===== src/rtl/pinctl_pkg.sv =====
package pinctl_pkg;

  localparam int WORD_W         = 32;
  localparam int GROUPS         = 7;
  localparam int BANKS_PER_PAGE = 3;

  typedef enum logic [2:0] {
    RG_LEVEL = 3'd0,
    RG_DIR   = 3'd1,
    RG_SET   = 3'd2,
    RG_CLR   = 3'd3,
    RG_RISE  = 3'd4,
    RG_FALL  = 3'd5,
    RG_STAT  = 3'd6,
    RG_NONE  = 3'd7
  } reg_grp_e;

  typedef struct packed {
    logic     hit;
    reg_grp_e grp;
    logic [7:0] bank;
  } bus_sel_t;

  // Page = address bits 15:8, word-in-page = bits 7:2; word = 3*group + bank-in-page.
  function automatic bus_sel_t decode_addr(input logic [15:0] a, input int nbanks);
    bus_sel_t s;
    int w;
    int g;
    int b;
    w = int'(a[7:2]);
    g = w / BANKS_PER_PAGE;
    b = int'(a[15:8]) * BANKS_PER_PAGE + (w % BANKS_PER_PAGE);
    s.hit  = (a[1:0] == 2'b00) && (g < GROUPS) && (b < nbanks);
    s.grp  = s.hit ? reg_grp_e'(g[2:0]) : RG_NONE;
    s.bank = 8'(b);
    return s;
  endfunction

  // Bits of bank `bank` that fall inside the inverted-direction pin run.
  function automatic logic [WORD_W-1:0] inv_mask(input int bank, input int first, input int count);
    logic [WORD_W-1:0] m;
    for (int i = 0; i < WORD_W; i++) begin
      m[i] = ((bank * WORD_W + i) >= first) && ((bank * WORD_W + i) < first + count);
    end
    return m;
  endfunction

endpackage


===== src/rtl/pin_sync.sv =====
module pin_sync #(
  parameter int W = 32
) (
  input  logic         clk,
  input  logic         rst_n,
  input  logic [W-1:0] d,
  output logic [W-1:0] q
);
  logic [W-1:0] meta;

  always_ff @(posedge clk or negedge rst_n) begin
    if (!rst_n) begin
      meta <= '0;
      q    <= '0;
    end else begin
      meta <= d;
      q    <= meta;
    end
  end
endmodule


===== src/rtl/pin_bank.sv =====
module pin_bank
  import pinctl_pkg::*;
#(
  parameter logic [WORD_W-1:0] DIR_INIT = '0
) (
  input  logic              clk,
  input  logic              rst_n,
  input  logic [WORD_W-1:0] lvl,
  input  logic [WORD_W-1:0] wdata,
  input  logic              dir_we,
  input  logic              set_we,
  input  logic              clr_we,
  input  logic              rise_we,
  input  logic              fall_we,
  input  logic              stat_we,
  output logic [WORD_W-1:0] dir_q,
  output logic [WORD_W-1:0] out_q,
  output logic [WORD_W-1:0] rise_q,
  output logic [WORD_W-1:0] fall_q,
  output logic [WORD_W-1:0] stat_q
);
  logic [WORD_W-1:0] prev_lvl;
  logic [WORD_W-1:0] rose;
  logic [WORD_W-1:0] fell;
  logic [WORD_W-1:0] ev;
  logic [WORD_W-1:0] w1c;

  assign rose = lvl & ~prev_lvl;
  assign fell = ~lvl & prev_lvl;
  assign ev   = (rose & rise_q) | (fell & fall_q);
  assign w1c  = stat_we ? wdata : '0;

  always_ff @(posedge clk or negedge rst_n) begin
    if (!rst_n) begin
      prev_lvl <= '0;
      dir_q    <= DIR_INIT;
      out_q    <= '0;
      rise_q   <= '0;
      fall_q   <= '0;
      stat_q   <= '0;
    end else begin
      prev_lvl <= lvl;
      if (dir_we)  dir_q  <= wdata;
      if (rise_we) rise_q <= wdata;
      if (fall_we) fall_q <= wdata;
      if (set_we)       out_q <= out_q | wdata;
      else if (clr_we)  out_q <= out_q & ~wdata;
      stat_q <= (stat_q & ~w1c) | ev;
    end
  end

  AST_SET_DRIVES_HIGH: assert property (@(posedge clk) disable iff (!rst_n) set_we |=> ((out_q & $past(wdata)) == $past(wdata)));
  AST_CLR_DRIVES_LOW: assert property (@(posedge clk) disable iff (!rst_n) clr_we |=> ((out_q & $past(wdata)) == '0));
  AST_W1C_EMPTIES: assert property (@(posedge clk) disable iff (!rst_n) stat_we |=> ((stat_q & $past(wdata) & ~$past(ev)) == '0));
  AST_EVENT_WINS: assert property (@(posedge clk) disable iff (!rst_n) (|ev) |=> ((stat_q & $past(ev)) == $past(ev)));
  AST_NO_SPURIOUS: assert property (@(posedge clk) disable iff (!rst_n) ((stat_q & ~$past(stat_q) & ~$past(ev)) == '0));
  AST_QUIET_DISABLED: assert property (@(posedge clk) disable iff (!rst_n) (((rise_q | fall_q) == '0) && !stat_we) |=> $stable(stat_q));
endmodule


===== src/rtl/banked_pin_ctrl.sv =====
module banked_pin_ctrl
  import pinctl_pkg::*;
#(
  parameter int NUM_BANKS = 7,
  parameter int ADDR_W    = 12,
  parameter int INV_FIRST = 86,
  parameter int INV_COUNT = 4
) (
  input  logic                          clk,
  input  logic                          rst_n,
  input  logic [ADDR_W-1:0]             bus_addr,
  input  logic                          bus_we,
  input  logic [WORD_W-1:0]             bus_wdata,
  output logic [WORD_W-1:0]             bus_rdata,
  input  logic [NUM_BANKS*WORD_W-1:0]   pin_in,
  output logic [NUM_BANKS*WORD_W-1:0]   pin_out,
  output logic [NUM_BANKS*WORD_W-1:0]   pin_oe,
  output logic                          irq_pin0,
  output logic                          irq_pin1,
  output logic                          irq_any
);
  localparam int NPINS = NUM_BANKS * WORD_W;

  logic [NPINS-1:0]  lvl_sync;
  bus_sel_t          sel;
  logic [WORD_W-1:0] dir_a  [NUM_BANKS];
  logic [WORD_W-1:0] out_a  [NUM_BANKS];
  logic [WORD_W-1:0] rise_a [NUM_BANKS];
  logic [WORD_W-1:0] fall_a [NUM_BANKS];
  logic [WORD_W-1:0] stat_a [NUM_BANKS];
  logic [NUM_BANKS-1:0] bank_pending;

  pin_sync #(.W(NPINS)) u_sync (
    .clk   (clk),
    .rst_n (rst_n),
    .d     (pin_in),
    .q     (lvl_sync)
  );

  assign sel = decode_addr(16'(bus_addr), NUM_BANKS);

  for (genvar b = 0; b < NUM_BANKS; b++) begin : g_bank
    localparam logic [WORD_W-1:0] INV = inv_mask(b, INV_FIRST, INV_COUNT);
    logic wr_here;
    assign wr_here = bus_we && sel.hit && (sel.bank == 8'(b));

    pin_bank #(.DIR_INIT(INV)) u_bank (
      .clk     (clk),
      .rst_n   (rst_n),
      .lvl     (lvl_sync[b*WORD_W +: WORD_W]),
      .wdata   (bus_wdata),
      .dir_we  (wr_here && (sel.grp == RG_DIR)),
      .set_we  (wr_here && (sel.grp == RG_SET)),
      .clr_we  (wr_here && (sel.grp == RG_CLR)),
      .rise_we (wr_here && (sel.grp == RG_RISE)),
      .fall_we (wr_here && (sel.grp == RG_FALL)),
      .stat_we (wr_here && (sel.grp == RG_STAT)),
      .dir_q   (dir_a[b]),
      .out_q   (out_a[b]),
      .rise_q  (rise_a[b]),
      .fall_q  (fall_a[b]),
      .stat_q  (stat_a[b])
    );

    assign pin_out[b*WORD_W +: WORD_W] = out_a[b];
    assign pin_oe[b*WORD_W +: WORD_W]  = dir_a[b] ^ INV;
    assign bank_pending[b]             = |stat_a[b];
  end

  always_comb begin
    bus_rdata = '0;
    for (int b = 0; b < NUM_BANKS; b++) begin
      if (sel.hit && (sel.bank == 8'(b))) begin
        case (sel.grp)
          RG_LEVEL: bus_rdata = lvl_sync[b*WORD_W +: WORD_W];
          RG_DIR:   bus_rdata = dir_a[b];
          RG_RISE:  bus_rdata = rise_a[b];
          RG_FALL:  bus_rdata = fall_a[b];
          RG_STAT:  bus_rdata = stat_a[b];
          default:  bus_rdata = '0;
        endcase
      end
    end
  end

  assign irq_pin0 = stat_a[0][0];
  assign irq_pin1 = stat_a[0][1];
  assign irq_any  = |bank_pending;

  AST_IRQ_HOLDS: assert property (@(posedge clk) disable iff (!rst_n) (irq_any && !bus_we) |=> irq_any);
  AST_WRITE_ONLY_READS_ZERO: assert property (@(posedge clk) disable iff (!rst_n) (sel.hit && ((sel.grp == RG_SET) || (sel.grp == RG_CLR))) |-> (bus_rdata == '0));
endmodule


===== config.mk =====
export PLATFORM = sky130hd
export DESIGN_NAME = banked_pin_ctrl
export DESIGN_NICKNAME = d
export VERILOG_FILES = /design/src/rtl/pinctl_pkg.sv /design/src/rtl/pin_sync.sv /design/src/rtl/pin_bank.sv /design/src/rtl/banked_pin_ctrl.sv
export SDC_FILE = /design/constraint.sdc
export NUM_CORES = 2
export LEC_CHECK = 0
export BUFFER_PORTS_ARGS = -buffer_cell sky130_fd_sc_hd__buf_4
export CORE_MARGIN = 4
export CORE_UTILIZATION = 30
export CTS_CLUSTER_SIZE = 14
export DETAILED_ROUTE_END_ITERATION = 16
export PLACE_DENSITY = 0.55
export SYNTH_ARGS = -nofsm -noshare
export SYNTH_HDL_FRONTEND = slang
export SYNTH_HIERARCHICAL = 1
export SYNTH_SLANG_ARGS = --single-unit

===== constraint.sdc =====
create_clock -name clk -period 23.1 [get_ports clk]
set_input_delay 2.31 -clock clk [delete_from_list [all_inputs] [get_ports clk]]
set_output_delay 2.31 -clock clk [all_outputs]
set_load 0.01 [all_outputs]

## Yosys cells after proc, flatten, opt, wreduce, memory -nomap -nowiden

Index checks and enable logic that the tools add are counted.

| word-level totals | value |
|---|---|
| logic and storage cells | 254 |
| register bits after elaboration | 1792 |

| cells by class | value |
|---|---|
| bitwise logic cells | 86 |
| divide/modulo/power cells | 2 |
| multiply operators | 1 |
| $add $sub $neg | 1 |
| equal/unequal tests | 12 |
| multiplexer cells | 36 |
| order comparisons | 2 |
| reductions and logical operators | 70 |

Operators by type and width:

| kind | count |
|---|---|
| $and A32 B32 Y32 | 42 |
| $pmux W32 S5 | 7 |
| $mux W32 | 28 |
| $not A32 Y32 | 22 |
| $or A32 B32 Y32 | 21 |
| $reduce_or A224 Y1 | 1 |
| $lt A32 B4 Y1 const B | 2 |
| $logic_and A1 B1 Y1 | 59 |
| $add A7 B32 Y32 | 1 |
| $div A7 B3 Y32 const B | 1 |
| $mod A7 B3 Y32 const B | 1 |
| $eq A8 B3 Y1 const B | 3 |
| $eq A8 B2 Y1 const B | 2 |
| $reduce_bool A2 Y1 | 7 |
| $eq A3 B3 Y1 const B | 3 |
| $eq A8 B1 Y1 const B | 1 |
| $logic_not A8 Y1 | 1 |
| $eq A3 B2 Y1 const B | 2 |
| $mul A4 B2 Y6 const B | 1 |
| $not A4 Y4 | 1 |
| $eq A3 B1 Y1 const B | 1 |
| $logic_not A3 Y1 | 1 |
| $mux W3 | 1 |
| $logic_not A2 Y1 | 1 |

## Logic depth before layout (Yosys ltp)

| logic depth | value |
|---|---|
| word-level depth | 14 |
| depth in mapped cells | 42 |
| depth with buffers taken out | 28 |

## Cells and area by module

The synthesis kept the hierarchy.

By module, submodules not included:

| module | area each (um2) | cells each | instances |
|---|---|---|---|
| pin_bank (g_bank[0].u_bank ...) | 7822.5 | 501 | 6 |
| banked_pin_ctrl | 11305.8 | 1941 | 1 |
| pin_sync | 11210.8 | 448 | 1 |
| pin_bank (g_bank[2].u_bank) | 7827.5 | 501 | 1 |

## Worst setup path before layout

Ideal clock, no wire load.

| timing path | value |
|---|---|
| path type | input -> output |
| from | input port bus_addr[6] |
| to | output port bus_rdata[10] |
| stages | 37 |
| data arrival time | 10.593 ns |
| slack | 10.197 ns |
| required time | 20.790 ns |
| cell sequence | buf_2 -> buf_1 -> clkbuf_1 -> ha_1 -> buf_2 -> a211oi_1 -> a211o_1 -> a211o_2 -> ha_1 -> clkbuf_1 -> nor2_1 -> nand3_1 -> a21oi_2 -> clkbuf_1 -> clkbuf_1 -> buf_1 -> xnor2_1 -> ha_1 -> a211oi_1 -> buf_2 -> nand2_1 -> buf_1 -> clkbuf_1 -> nand2_1 -> xor2_1 -> ha_1 -> a21boi_0 -> o21ai_0 -> mux2i_1 -> nor4_2 -> o211ai_2 -> a31oi_4 -> clkbuf_1 -> nand2_1 -> a31o_2 -> a211o_1 -> o31ai_1 |

| on the way | value |
|---|---|
| longest elaborated chain between the ends | 14 |
| elaborated cells between the ends (all ways) | 41 |
| those cells by class | add/sub (1); div (2); order compare (2); eq/ne (10); mux (15); reduce/logical (11) |

RTL lines:

| what | RTL line | RTL |
|---|---|---|
| start, declared | banked_pin_ctrl.sv:11 | `input logic [ADDR_W-1:0] bus_addr,` |
| $mod A7 B3 Y32 / $div A7 B3 Y32 (equally long branches) | pinctl_pkg.sv:32, pinctl_pkg.sv:31 |  |
| $add A7 B32 Y32 / $lt A32 B4 Y1 (equally long branches) | pinctl_pkg.sv:32, pinctl_pkg.sv:33 |  |
| $lt A32 B4 Y1 / $logic_and A1 B1 Y1 (equally long branches) | pinctl_pkg.sv:33 | `s.hit = (a[1:0] == 2'b00) && (g < GROUPS) && (b < nbanks);` |
| $logic_and A1 B1 Y1 | pinctl_pkg.sv:33 |  |
| $mux W3 | pinctl_pkg.sv:34 | `s.grp = s.hit ? reg_grp_e'(g[2:0]) : RG_NONE;` |
| $eq A3 B3 Y1, or another cell as far along | banked_pin_ctrl.sv:74 | `case (sel.grp)` |
| $pmux W32 S5 | banked_pin_ctrl.sv:74 |  |
| $mux W32 (6 in a row) | banked_pin_ctrl.sv:73 | `if (sel.hit && (sel.bank == 8'(b))) begin` |
| $mux W32 (*) | banked_pin_ctrl.sv:73 |  |
| end, declared | banked_pin_ctrl.sv:14 | `output logic [WORD_W-1:0] bus_rdata,` |

Every way passes the cells marked *; elsewhere a longest branch is shown, timed or not.

## Worst setup path in the final report

| timing path | value |
|---|---|
| from | input port bus_addr[7] |
| to | output port bus_rdata[16] |

Same word-level chain as after synthesis.

==> metrics.csv <==
metric,value,unit
finClkSkew,0.0591,ns
synth_top_family_by_area,compound AO/OA/AOI/OAI gates,
irDropWorstVdd,82.0,uV
crit_path_start_kind,input port,
die_x,516,um
ys_warn_count,6,
ctsResizeCount,0,
power.density,77.3,nW/um^2
regArea,44800,um^2
cts.htree.levels,4,
synth_top_area_cell,dfrtp_1,
slowest_stage,a211oi_2,
maxCapViolCount,0,
async_flop_share,1.00,
via_count,56000,
synth_top_area_frac,0.579,
final_max_slew_viol_count,0,
seq_area_frac_synth,0.580,
grt_pass1_vias,55800,
grt_use_total,0.241,
ctsHoldBuffers,0,
ant_nets,0,
multi_input_area,30000,um^2
synth_nets,6183,
core_area,257000,um^2
clk_pin_slew,0.06,ns
synth.distinct_cells,91,
area_delta_synth_final,20.2,%
clock-sinks,1792,
final_common_cell,dfrtp_1,
finalCriticalPeriod,14.86,ns
final_nets,6917,
drt-initial-drc-count,6223,
critPathMaxFanout,48,
drt_pass1_iterations,7,
worstPathRequired,20.79,ns
final_area,92900,um^2
path_class,in -> out,
num_io_pins,754,
yosys.area_share.simple,0.0870,
grt_max_degree,168,
cts-buffers-inserted,200,
setup_violations,0,
cts_root_buf,clkbuf_16,
slowest_delay,0.79,ns
remaining_drc_errors,0,
clk-insertion-delay-late,0.88,ns
period_share,0.643,
syn_inst,5896,
critPathArrivalTime,12.55,ns
post-cts-setup-buffers,0,
cts_tree,built,
post_drt_wl_per_cell,32.3,um
placed_area,85700,um^2
die_h,516,um
fillers,24800,
viasPerCell,5.49,
synth_fa_ha_area_frac,0.00278,
status,"complete, no violations",
start_util,0.301,
rsz0062_at_grt,false,
antenna_found_initial,42,
io_buffers,753,
rows,186,
grt_pass1_wl,454000,um
drive_gt1_frac,0.325,
syn_avg_cell_area,13.1,um^2
layout_common_cells,"dfrtp_1, buf_4, nand2_1",
wirelength,329000,um
dp_hpwl,223000,um
fmax,67.3,MHz
cts_buffer_depth,3,
yosys-top-cells-area,"dfrtp_1, mux2_4, nand2_1",
slew-limit-headroom,0.178,
ys_seq_elements,1792,
synth_xor_area_frac,0.00170,
grt_overflow,0,
synth_edf_count,0,
synth.area.mux_share,0.138,
worstHoldPathType,reg -> reg,
leakage,40.1,nW
ys.flop_type,dfrtp_1,
synth_compound_area_frac,0.154,
syn_area,77300,um^2
hold_viol_final,0,
totalNegativeSetupSlack,0,ns
setup.worst_path.end_class,output port,
dieArea,266000,um^2
worst_pin_slew,1.22,ns
gp_congestion,0.900,
## layer usage
| layer | global-route usage | up-vias | part of all wire |
|---|---|---|---|
| met5 | 0 | - | 0.00028 |
| li1 | - | 23200 | - |
| met3 | 0.0511 | 663 | 0.079 |
| met2 | 0.383 | 2948 | 0.46 |
| met4 | 0.150 | 16 | 0.074 |
| met1 | 0.298 | 29100 | 0.39 |
## metrics by stage
step | util | power [mW] | setup WS (ns) | instances | hold slack, ns
floorplan | - | 3.49 | 10.20 | 5896 | 0.331
detailed placement | 0.334 | 3.81 | 8.38 | 9811 | 0.335
CTS | 0.362 | 7.24 | 8.38 | 10200 | 0.312
global route | 0.362 | 7.40 | 7.71 | 10200 | 0.323
global placement | 0.334 | 3.81 | 8.67 | 9811 | 0.334
finish | 0.362 | 7.18 | 8.24 | 10200 | 0.304
## layout make-up
cell class | instances | area share
Antenna cell | 15 | 0.000404
Clock buffer | 278 | 0.0624
Clock inverter | 90 | 0.0140
Inverter | 8 | 0.000323
Multi-Input combinational cell | 3753 | 0.323
Sequential cell | 1792 | 0.483
Tap cell | 3384 | 0.0456
Timing Repair Buffer | 875 | 0.0717
## worst paths after layout
| path | startpoint | to | slack, ns | depth (start not counted) |
|---|---|---|---|---|
| worst min register to register | u_sync/meta[165] | u_sync/q[165] | 0.30 | 0 |
| worst max register to register | g_bank[6].u_bank/stat_q[27] | g_bank[6].u_bank/stat_q[27] | 21.96 | 2 |
| max in group asynchronous | rst_n | u_sync/meta[87] | 17.69 | 5 |
| min in group asynchronous | rst_n | async pin | 1.41 | 1 |
| worst max-delay path | bus_addr[7] | bus_rdata[16] | 8.24 | 30 |
| worst min-delay path | u_sync/meta[165] | u_sync/q[165] | 0.30 | 0 |
## cell usage after synthesis (15+ instances only)
| master | count |
|---|---|
| dfrtp_1 | 1788 |
| nand2_1 | 854 |
| mux2_4 | 630 |
| a21oi_1 | 359 |
| a22o_1 | 243 |
| nand3b_1 | 227 |
| o211ai_1 | 225 |
| a21bo_2 | 224 |
| nor2_1 | 124 |
| buf_2 | 102 |
| clkbuf_1 | 97 |
| a221oi_1 | 88 |
| a22oi_1 | 79 |
| mux2i_1 | 71 |
| nor3_1 | 65 |
| buf_12 | 63 |
| nor4_1 | 60 |
| o21ai_0 | 47 |
| buf_6 | 43 |
| mux2_2 | 43 |
| nand3_1 | 39 |
| buf_1 | 34 |
| o22ai_1 | 29 |
| a222oi_1 | 25 |
| o31ai_1 | 24 |
| a221o_1 | 21 |
| nand4_1 | 20 |
| o221ai_1 | 18 |
| a211o_1 | 17 |
| a31oi_1 | 17 |
| o2bb2ai_1 | 17 |
| a2111oi_0 | 15 |
## report_power, final
| group | switching [mW] | internal, mW | leakage [nW] |
|---|---|---|---|
| Clock | 1.41 | 2.01 | 3.47 |
| Combinational | 0.375 | 0.125 | 14.3 |
| Sequential | 0.0599 | 3.20 | 22.3 |
| Total | 1.85 | 5.33 | 40.1 |
## cells by family (layout without fill, tap and decap cells)
| kind of cell | count (synthesis) | after routing |
|---|---|---|
| compound gates | 1543 | 1543 |
| simple gates | 1435 | 1435 |
| mux | 744 | 744 |
| other cells | 0 | 15 |
| flops | 1792 | 1792 |
| buf+inv | 351 | 1251 |
| xor+xnor | 15 | 15 |
| fa+ha+maj | 16 | 16 |
## critical path: cells and delay by family
family	cells	cell delay (ns)
adders and majority gates	4	1.47
AOI/OAI and AO/OA	12	4.32
xor gates and xnor gates	1	0.12
and+or+nand+nor	8	2.57
buffers and inverters	4	1.53
muxes	1	0.16
Note: power is estimated with default switching activity, not from simulation.
